--- src/rtl/ofl_pkg.sv ---
package ofl_pkg;
    localparam int WORD_W  = 32;
    localparam int NBYTES  = 8;
    localparam int BPW     = WORD_W / 8;
    localparam int LEN_W   = $clog2(NBYTES);
    localparam int TADDR_W = 10;
    localparam int REG_AW  = 3;

    // control field positions (software-visible)
    localparam int C_WR      = 0;
    localparam int C_RD      = 1;
    localparam int C_ADDR_LO = 2;
    localparam int C_EXT     = 12;
    localparam int C_TXL_LO  = 13;
    localparam int C_RXL_LO  = 16;
    localparam int C_EN      = 19;
    localparam int C_RS      = 20;
    localparam int CTRL_W    = 21;

    localparam logic [REG_AW-1:0] IDX_CTRL   = 3'd0;
    localparam logic [REG_AW-1:0] IDX_STATUS = 3'd1;
    localparam logic [REG_AW-1:0] IDX_CAUSE  = 3'd2;
    localparam logic [REG_AW-1:0] IDX_MASK   = 3'd3;
    localparam logic [REG_AW-1:0] IDX_TXLO   = 3'd4;
    localparam logic [REG_AW-1:0] IDX_TXHI   = 3'd5;
    localparam logic [REG_AW-1:0] IDX_RXLO   = 3'd6;
    localparam logic [REG_AW-1:0] IDX_RXHI   = 3'd7;

    typedef enum logic [2:0] {
        OP_NONE    = 3'd0,
        OP_START   = 3'd1,
        OP_RESTART = 3'd2,
        OP_STOP    = 3'd3,
        OP_WRITE   = 3'd4,
        OP_READ    = 3'd5
    } op_t;

    typedef enum logic [2:0] {
        ST_IDLE,
        ST_START,
        ST_ADDR_HI,
        ST_ADDR_LO,
        ST_WRITE,
        ST_READ,
        ST_STOP
    } state_t;
endpackage

--- src/rtl/ofl_regs.sv ---
module ofl_regs
    import ofl_pkg::*;
(
    input  logic              clk,
    input  logic              rst_n,
    input  logic              reg_wr,
    input  logic [REG_AW-1:0] reg_addr,
    input  logic [WORD_W-1:0] reg_wdata,
    output logic [WORD_W-1:0] reg_rdata,
    input  logic              busy,
    input  logic              done,
    input  logic              done_err,
    input  logic [WORD_W-1:0] rx_lo,
    input  logic [WORD_W-1:0] rx_hi,
    output logic [CTRL_W-1:0] ctrl_q,
    output logic [WORD_W-1:0] tx_lo,
    output logic [WORD_W-1:0] tx_hi,
    output logic              launch,
    output logic              launch_rd_only,
    output logic              cause_bit,
    output logic              mask_bit,
    output logic              irq
);
    logic status_q;
    logic ctrl_wr, ctrl_take;

    assign ctrl_wr        = reg_wr && (reg_addr == IDX_CTRL);
    assign ctrl_take      = ctrl_wr && !busy;
    assign launch         = ctrl_take && reg_wdata[C_EN] && (reg_wdata[C_WR] || reg_wdata[C_RD]);
    assign launch_rd_only = !reg_wdata[C_WR];

    always_ff @(posedge clk) begin
        if (!rst_n) begin
            ctrl_q    <= '0;
            status_q  <= 1'b0;
            cause_bit <= 1'b0;
            mask_bit  <= 1'b0;
            tx_lo     <= '0;
            tx_hi     <= '0;
        end else begin
            if (ctrl_take)
                ctrl_q <= reg_wdata[CTRL_W-1:0];

            if (done)
                status_q <= done_err;
            else if (ctrl_take && (launch || reg_wdata == '0))
                status_q <= 1'b0;

            // completion takes priority over a same-cycle clear
            if (done)
                cause_bit <= 1'b1;
            else if (reg_wr && reg_addr == IDX_CAUSE)
                cause_bit <= cause_bit & reg_wdata[0];

            if (reg_wr && reg_addr == IDX_MASK)
                mask_bit <= reg_wdata[0];
            if (reg_wr && reg_addr == IDX_TXLO)
                tx_lo <= reg_wdata;
            if (reg_wr && reg_addr == IDX_TXHI)
                tx_hi <= reg_wdata;
        end
    end

    assign irq = cause_bit && mask_bit;

    always_comb begin
        unique case (reg_addr)
            IDX_CTRL:   reg_rdata = {{(WORD_W-CTRL_W){1'b0}}, ctrl_q};
            IDX_STATUS: reg_rdata = {{(WORD_W-1){1'b0}}, status_q};
            IDX_CAUSE:  reg_rdata = {{(WORD_W-1){1'b0}}, cause_bit};
            IDX_MASK:   reg_rdata = {{(WORD_W-1){1'b0}}, mask_bit};
            IDX_TXLO:   reg_rdata = tx_lo;
            IDX_TXHI:   reg_rdata = tx_hi;
            IDX_RXLO:   reg_rdata = rx_lo;
            IDX_RXHI:   reg_rdata = rx_hi;
            default:    reg_rdata = '0;
        endcase
    end
endmodule

--- src/rtl/ofl_bytes.sv ---
module ofl_bytes
    import ofl_pkg::*;
(
    input  logic              clk,
    input  logic              rst_n,
    input  logic [WORD_W-1:0] tx_lo,
    input  logic [WORD_W-1:0] tx_hi,
    input  logic [LEN_W-1:0]  idx,
    output logic [7:0]        tx_byte,
    input  logic              rx_clr,
    input  logic              rx_we,
    input  logic [7:0]        rx_byte,
    output logic [WORD_W-1:0] rx_lo,
    output logic [WORD_W-1:0] rx_hi
);
    logic [NBYTES*8-1:0] tx_all;
    logic [NBYTES*8-1:0] rx_all;

    assign tx_all  = {tx_hi, tx_lo};
    assign tx_byte = tx_all[idx*8 +: 8];

    for (genvar g = 0; g < NBYTES; g++) begin : g_rx
        logic [7:0] q;
        always_ff @(posedge clk) begin
            if (!rst_n || rx_clr)
                q <= '0;
            else if (rx_we && idx == LEN_W'(g))
                q <= rx_byte;
        end
        assign rx_all[g*8 +: 8] = q;
    end

    assign rx_lo = rx_all[WORD_W-1:0];
    assign rx_hi = rx_all[NBYTES*8-1:WORD_W];
endmodule

--- src/rtl/ofl_fsm.sv ---
module ofl_fsm
    import ofl_pkg::*;
(
    input  logic               clk,
    input  logic               rst_n,
    input  logic               launch,
    input  logic               launch_rd_only,
    input  logic [TADDR_W-1:0] tgt,
    input  logic               ext,
    input  logic [LEN_W-1:0]   tx_last,
    input  logic [LEN_W-1:0]   rx_last,
    input  logic               rd_en,
    input  logic               rs_en,
    input  logic [7:0]         tx_byte,
    input  logic               rsp_valid,
    input  logic               rsp_nack,
    output logic               busy,
    output logic               done,
    output logic               done_err,
    output logic               cmd_valid,
    output op_t                cmd_op,
    output logic [7:0]         cmd_byte,
    output logic               cmd_last,
    output logic [LEN_W-1:0]   byte_idx,
    output logic               rx_we
);
    state_t           state_q, state_d;
    logic             wait_q, wait_d;
    logic             rd_q, rd_d;      // read phase
    logic             rs_q, rs_d;      // next START is a repeated START
    logic             chain_q, chain_d; // read follows after STOP
    logic             err_q, err_d;
    logic [LEN_W-1:0] cnt_q, cnt_d;
    logic             got;
    logic [7:0]       addr_hi;

    assign got     = wait_q && rsp_valid;
    assign addr_hi = ext ? {5'b11110, tgt[9:8], rd_q} : {tgt[6:0], rd_q};

    // next-state logic
    always_comb begin
        state_d = state_q;
        wait_d  = wait_q;
        rd_d    = rd_q;
        rs_d    = rs_q;
        chain_d = chain_q;
        err_d   = err_q;
        cnt_d   = cnt_q;
        done    = 1'b0;
        if (!wait_q && state_q != ST_IDLE)
            wait_d = 1'b1;
        unique case (state_q)
            ST_IDLE: begin
                if (launch) begin
                    state_d = ST_START;
                    wait_d  = 1'b0;
                    rd_d    = launch_rd_only;
                    rs_d    = 1'b0;
                    chain_d = 1'b0;
                    err_d   = 1'b0;
                    cnt_d   = '0;
                end
            end
            ST_START: begin
                if (got) begin
                    wait_d  = 1'b0;
                    state_d = ST_ADDR_HI;
                end
            end
            ST_ADDR_HI, ST_ADDR_LO: begin
                if (got) begin
                    wait_d = 1'b0;
                    cnt_d  = '0;
                    if (rsp_nack) begin
                        state_d = ST_STOP;
                        err_d   = 1'b1;
                        chain_d = 1'b0;
                    end else if (state_q == ST_ADDR_HI && ext)
                        state_d = ST_ADDR_LO;
                    else
                        state_d = rd_q ? ST_READ : ST_WRITE;
                end
            end
            ST_WRITE: begin
                if (got) begin
                    wait_d = 1'b0;
                    if (rsp_nack) begin
                        state_d = ST_STOP;
                        err_d   = 1'b1;
                        chain_d = 1'b0;
                    end else if (cnt_q == tx_last) begin
                        cnt_d = '0;
                        if (rd_en && rs_en) begin
                            state_d = ST_START;
                            rd_d    = 1'b1;
                            rs_d    = 1'b1;
                        end else begin
                            state_d = ST_STOP;
                            chain_d = rd_en;
                        end
                    end else
                        cnt_d = cnt_q + 1'b1;
                end
            end
            ST_READ: begin
                if (got) begin
                    wait_d = 1'b0;
                    if (cnt_q == rx_last)
                        state_d = ST_STOP;
                    else
                        cnt_d = cnt_q + 1'b1;
                end
            end
            ST_STOP: begin
                if (got) begin
                    wait_d = 1'b0;
                    if (chain_q) begin
                        state_d = ST_START;
                        rd_d    = 1'b1;
                        rs_d    = 1'b0;
                        chain_d = 1'b0;
                    end else begin
                        state_d = ST_IDLE;
                        done    = 1'b1;
                    end
                end
            end
            default: state_d = ST_IDLE;
        endcase
    end

    // state register
    always_ff @(posedge clk) begin
        if (!rst_n) begin
            state_q <= ST_IDLE;
            wait_q  <= 1'b0;
            rd_q    <= 1'b0;
            rs_q    <= 1'b0;
            chain_q <= 1'b0;
            err_q   <= 1'b0;
            cnt_q   <= '0;
        end else begin
            state_q <= state_d;
            wait_q  <= wait_d;
            rd_q    <= rd_d;
            rs_q    <= rs_d;
            chain_q <= chain_d;
            err_q   <= err_d;
            cnt_q   <= cnt_d;
        end
    end

    // outputs
    always_comb begin
        cmd_valid = !wait_q && state_q != ST_IDLE;
        cmd_op    = OP_NONE;
        cmd_byte  = '0;
        cmd_last  = 1'b0;
        unique case (state_q)
            ST_IDLE:    cmd_op = OP_NONE;
            ST_START:   cmd_op = rs_q ? OP_RESTART : OP_START;
            ST_ADDR_HI: begin
                cmd_op   = OP_WRITE;
                cmd_byte = addr_hi;
            end
            ST_ADDR_LO: begin
                cmd_op   = OP_WRITE;
                cmd_byte = tgt[7:0];
            end
            ST_WRITE: begin
                cmd_op   = OP_WRITE;
                cmd_byte = tx_byte;
            end
            ST_READ: begin
                cmd_op   = OP_READ;
                cmd_last = (cnt_q == rx_last);
            end
            ST_STOP:    cmd_op = OP_STOP;
            default:    cmd_op = OP_NONE;
        endcase
    end

    assign busy     = state_q != ST_IDLE;
    assign done_err = err_q;
    assign byte_idx = cnt_q;
    assign rx_we    = (state_q == ST_READ) && got;
endmodule

--- src/rtl/txn_offload_seq.sv ---
module txn_offload_seq
    import ofl_pkg::*;
(
    input  logic              clk,
    input  logic              rst_n,
    input  logic              reg_wr,
    input  logic [REG_AW-1:0] reg_addr,
    input  logic [WORD_W-1:0] reg_wdata,
    output logic [WORD_W-1:0] reg_rdata,
    output logic              cmd_valid,
    output logic [2:0]        cmd_op,
    output logic [7:0]        cmd_byte,
    output logic              cmd_last,
    input  logic              rsp_valid,
    input  logic              rsp_nack,
    input  logic [7:0]        rsp_byte,
    output logic              irq
);
    logic [CTRL_W-1:0] ctrl_q;
    logic [WORD_W-1:0] tx_lo, tx_hi, rx_lo, rx_hi;
    logic              launch, launch_rd_only, busy, done, done_err;
    logic              cause_bit, mask_bit, rx_we;
    logic [LEN_W-1:0]  byte_idx;
    logic [7:0]        tx_byte;
    op_t               op_e;

    ofl_regs u_regs (
        .clk(clk), .rst_n(rst_n),
        .reg_wr(reg_wr), .reg_addr(reg_addr), .reg_wdata(reg_wdata), .reg_rdata(reg_rdata),
        .busy(busy), .done(done), .done_err(done_err),
        .rx_lo(rx_lo), .rx_hi(rx_hi),
        .ctrl_q(ctrl_q), .tx_lo(tx_lo), .tx_hi(tx_hi),
        .launch(launch), .launch_rd_only(launch_rd_only),
        .cause_bit(cause_bit), .mask_bit(mask_bit), .irq(irq)
    );

    ofl_bytes u_bytes (
        .clk(clk), .rst_n(rst_n),
        .tx_lo(tx_lo), .tx_hi(tx_hi), .idx(byte_idx), .tx_byte(tx_byte),
        .rx_clr(launch), .rx_we(rx_we), .rx_byte(rsp_byte),
        .rx_lo(rx_lo), .rx_hi(rx_hi)
    );

    ofl_fsm u_fsm (
        .clk(clk), .rst_n(rst_n),
        .launch(launch), .launch_rd_only(launch_rd_only),
        .tgt(ctrl_q[C_ADDR_LO +: TADDR_W]), .ext(ctrl_q[C_EXT]),
        .tx_last(ctrl_q[C_TXL_LO +: LEN_W]), .rx_last(ctrl_q[C_RXL_LO +: LEN_W]),
        .rd_en(ctrl_q[C_RD]), .rs_en(ctrl_q[C_RS]),
        .tx_byte(tx_byte), .rsp_valid(rsp_valid), .rsp_nack(rsp_nack),
        .busy(busy), .done(done), .done_err(done_err),
        .cmd_valid(cmd_valid), .cmd_op(op_e), .cmd_byte(cmd_byte), .cmd_last(cmd_last),
        .byte_idx(byte_idx), .rx_we(rx_we)
    );

    assign cmd_op = op_e;
endmodule

--- config.mk ---
export PLATFORM = sky130hd
export DESIGN_NAME = txn_offload_seq
export DESIGN_NICKNAME = d
export VERILOG_FILES = /design/src/rtl/ofl_pkg.sv /design/src/rtl/ofl_regs.sv /design/src/rtl/ofl_bytes.sv /design/src/rtl/ofl_fsm.sv /design/src/rtl/txn_offload_seq.sv
export SDC_FILE = /design/constraint.sdc
export NUM_CORES = 1
export LEC_CHECK = 0
export ABC_AREA = 1
export BUFFER_PORTS_ARGS = -buffer_cell sky130_fd_sc_hd__buf_2
export CAP_MARGIN = 25
export CORE_MARGIN = 3
export CORE_UTILIZATION = 40
export CTS_BUF_LIST = sky130_fd_sc_hd__clkbuf_2 sky130_fd_sc_hd__clkbuf_4 sky130_fd_sc_hd__clkbuf_8
export CTS_CLUSTER_DIAMETER = 80
export DETAILED_ROUTE_END_ITERATION = 10
export GPL_TIMING_DRIVEN = 0
export PLACE_DENSITY_LB_ADDON = 0.05
export SYNTH_ARGS = -nofsm -noshare
export SYNTH_HDL_FRONTEND = slang
export SYNTH_SLANG_ARGS = --single-unit
--- constraint.sdc ---
create_clock -name clk -period 2.6 [get_ports clk]
set_clock_uncertainty 0.05 [all_clocks]
set_input_delay 0.39 -clock clk [delete_from_list [all_inputs] [get_ports clk]]
set_output_delay 0.39 -clock clk [all_outputs]
set_load 0.01 [all_outputs]
==> results.tsv <==
stage	metric	value	unit
run_status	status	completed	
sta	part of the cycle the worst path needs	0.979	
floorplanning	io pins	94	
global_route	initial antenna violation count	0	
floorplanning	Die X	150	um
layout	most common cell after layout, fill and taps aside	nand2_1	
logic_synthesis	sequential area share after synthesis	0.394	
critical_path	CP Launch Type	flop	
critical_path	crit path buf inv count	3	
logic_synthesis	Yosys cell types	37	
sta	RSZ-0062 raised after global routing	false	
power_and_ir_drop	Max IR drop VDD	334	uV
critical_path	crit-path max FO	10	
clocking	Clk Latency, worst-skew pair	480	ps
global_route	vias in the first global route	8459	
logic_synthesis	Post-Syn Area	8290	um2
logic_synthesis	syn_nets	1244	
critical_path	most used cell, CP	nand3_1	
place	Port Buffer Count	83	
clocking	clk sink count	163	
sta	Hold Fails Final Rpt	0	
global_route	largest net degree at the start of global routing	17	
critical_path	crit path capture type	output port	
clocking	TritonCTS buffer count	17	
drt	DRT iter0 DRCs	1076	
global_route	global route overflow	0	
layout	NumNets Final	1346	
place	setup slack at placement	-156	ps
sta	min cycle time layout	2550	ps
drt	final WL	34800	um
drt	DRC	0	
clocking	H-tree depth	4	
clocking	Max Buffers Root-to-Sink	2	
sta	setup violators final	0	
critical_path	CP max-delay cell	dfxtp_1	
sta	Max-slew headroom	0.565	
global_route	Global Route Usage Sum	0.310	
clocking	Post-CTS Hold Fix Bufs	0	
floorplanning	Core Footprint	20300	um2
critical_path	Crit path largest cell delay	460	ps
drt	via/cell ratio	5.75	
global_route	first-pass GRT wire length	51700	um
drt	Avg WL per Cell	22.1	um
sta	fmax	393	MHz
clocking	clk slew on worst S/H paths	100	ps
floorplanning	Die Y	150	um
sta	pins over their slew limit	0	
worst_hold_path	HP Class	primary input to flop	
sta	Worst Tran Pin Value	653	ps
layout	share of layout cells above drive strength 1	0.168	
floorplanning	die area	22500	um2
sta	final setup margin	54.6	ps
floorplanning	row count	52	
logic_synthesis	Syn Area/Cell	6.97	um2
critical_path	critical-path cell list	buf_4 -> buf_2 -> nand3_1 -> nand3_1 -> nand3_1 -> buf_2	
critical_path	cell family with most CP delay	buffers and inverters	
drt	ANT nets after route	0	
layout	ant diodes	0	
power_and_ir_drop	total power draw	6350	uW
floorplanning	initial core utilization	0.408	
clocking	CTS tree	done	
logic_synthesis	Ys Warns	0	
critical_path	crit path DAT	2110	ps
logic_synthesis	synthesized flop and latch total	163	
place	Final HPWL DP	26900	um
clocking	CTS Root Buffer Type	clkbuf_8	
logic_synthesis	Cells after Synth	1190	
power_and_ir_drop	PD cells	667	nW/um2
critical_path	crit path kind	flop to output port	
layout	Area growth, synth to finish	14.7	%
sta	Fin Hold WS	128	ps
critical_path	Req. time, crit path	2160	ps
drt	drt pass-1 iters	6	
place	Placer Congestion	1.02	
layout	highest-count cells in the layout ignoring fill and taps	nand2_1 (237), a21oi_1 (178), dfxtp_1 (161)	
drt	vias	9064	
power_and_ir_drop	Leakage	0.00366	uW
flow_run	max-cap viol count	0	
[metrics by stage]
stage	std cells	cell area, um2	setup TNS, ps	utilization
after floorplan	1190	8290	0	-
after global routing	1575	9510	0	0.469
after global placement	1543	9040	-1570	0.446
after CTS	1575	9450	-48.8	0.465
final	1575	9510	0	0.469
after detailed placement	1543	9040	-1420	0.446
[registers in the layout, indices dropped and copies added (netlist names), 3 cells and up]
| name | flops |
|---|---|
| u_regs.tx_hi | 32 |
| u_bytes.g_rx.q | 64 |
| u_fsm.byte_idx | 3 |
| u_regs.ctrl_q | 21 |
| u_regs.tx_lo | 32 |
| u_fsm.state_q | 3 |
[synthesized netlist by cell type]
cell type | count | area (um2)
nand2_1 | 238 | 893
a21oi_1 | 187 | 936
dfxtp_1 | 163 | 3260
o21ai_0 | 106 | 531
nand3_1 | 101 | 505
inv_1 | 84 | 315
nand4_1 | 59 | 369
clkbuf_1 | 49 | 184
nor2_1 | 48 | 180
buf_2 | 28 | 140
a221oi_1 | 18 | 158
inv_2 | 14 | 52.6
nand3_2 | 12 | 120
o22ai_1 | 12 | 75.1
o2111ai_1 | 11 | 96.3
buf_6 | 6 | 67.6
ha_1 | 6 | 75.1
buf_1 | 5 | 18.8
clkbuf_2 | 5 | 25.0
nor3_1 | 5 | 25.0
o211ai_1 | 5 | 37.5
nand2_2 | 4 | 25.0
xnor2_1 | 4 | 35.0
clkinv_1 | 3 | 11.3
a22oi_1 | 2 | 15.0
a31oi_1 | 2 | 12.5
nor2_2 | 2 | 12.5
nor2_4 | 2 | 22.5
a21boi_2 | 1 | 11.3
a32o_1 | 1 | 10.0
a32oi_1 | 1 | 8.76
buf_4 | 1 | 7.51
nand3b_1 | 1 | 7.51
nor2_8 | 1 | 20.0
nor3_2 | 1 | 10.0
o21a_1 | 1 | 7.51
o31ai_1 | 1 | 7.51
[path summary, 6_finish.rpt]
kind | depth (start not counted) | slack (ps) | from | end
worst min register to register | 2 | 420 | u_bytes.g_rx[1].q[1]$_SDFFE_PP0P_ | u_bytes.g_rx[1].q[1]$_SDFFE_PP0P_
worst max-delay path | 6 | 50 | u_fsm.byte_idx[2]$_SDFFE_PN0P_ | cmd_byte[5]
worst max register to register | 8 | 180 | u_fsm.byte_idx[2]$_SDFFE_PN0P_ | u_bytes.g_rx[3].q[3]$_SDFFE_PP0P_
worst min-delay path | 3 | 130 | reg_wdata[17] | u_regs.ctrl_q[17]$_SDFFE_PN0P_
[tightest hold or removal path: stages]
cell	delay, ps
buf_2	110
inv_1	60
a21oi_1	50
[timing repair]
item                       CTS  global route
buffers inserted             0             0
gates resized for setup     21            33
setup endpoints to repair   36            29
[cell families (layout without fill, tap and decap cells)]
family                     Yosys count  after routing  synth area share
and+or+nand+nor                    474            474             0.264
adders and majority gates            6              6           0.00905
buffers and inverters              195            310            0.0991
xor gates and xnor gates             4              4           0.00422
DFF                                163            163             0.394
AOI/OAI and AO/OA                  348            348             0.230
[layer usage]
| metal | GRT usage | up-vias | part of all wire |
|---|---|---|---|
| li1 | - | 4311 | - |
| met2 | 0.478 | 431 | 0.44 |
| met4 | 0.0933 | 0 | 0.024 |
| met5 | 0 | - | 0 |
| met3 | 0.0469 | 47 | 0.083 |
| met1 | 0.449 | 4275 | 0.45 |
[layout make-up]
cell class	instances	area, um2
fill	2207	10800
multi-input combinational	832	4260
sequential	163	3270
buffer	94	488
timing repair buffer	83	415
inverter	101	382
tap	270	338
clock buffer	19	249
clock inverter	13	104
[report_power, final]
| part | internal [uW] | total (uW) | switching [uW] | leakage (uW) |
|---|---|---|---|---|
| Clock | 692 | 1770 | 1080 | 0.000166 |
| Combinational | 551 | 1860 | 1310 | 0.00217 |
| Sequential | 2600 | 2720 | 120 | 0.00132 |
| Total | 3840 | 6350 | 2500 | 0.00366 |
Power figures use the tool's default switching activity.
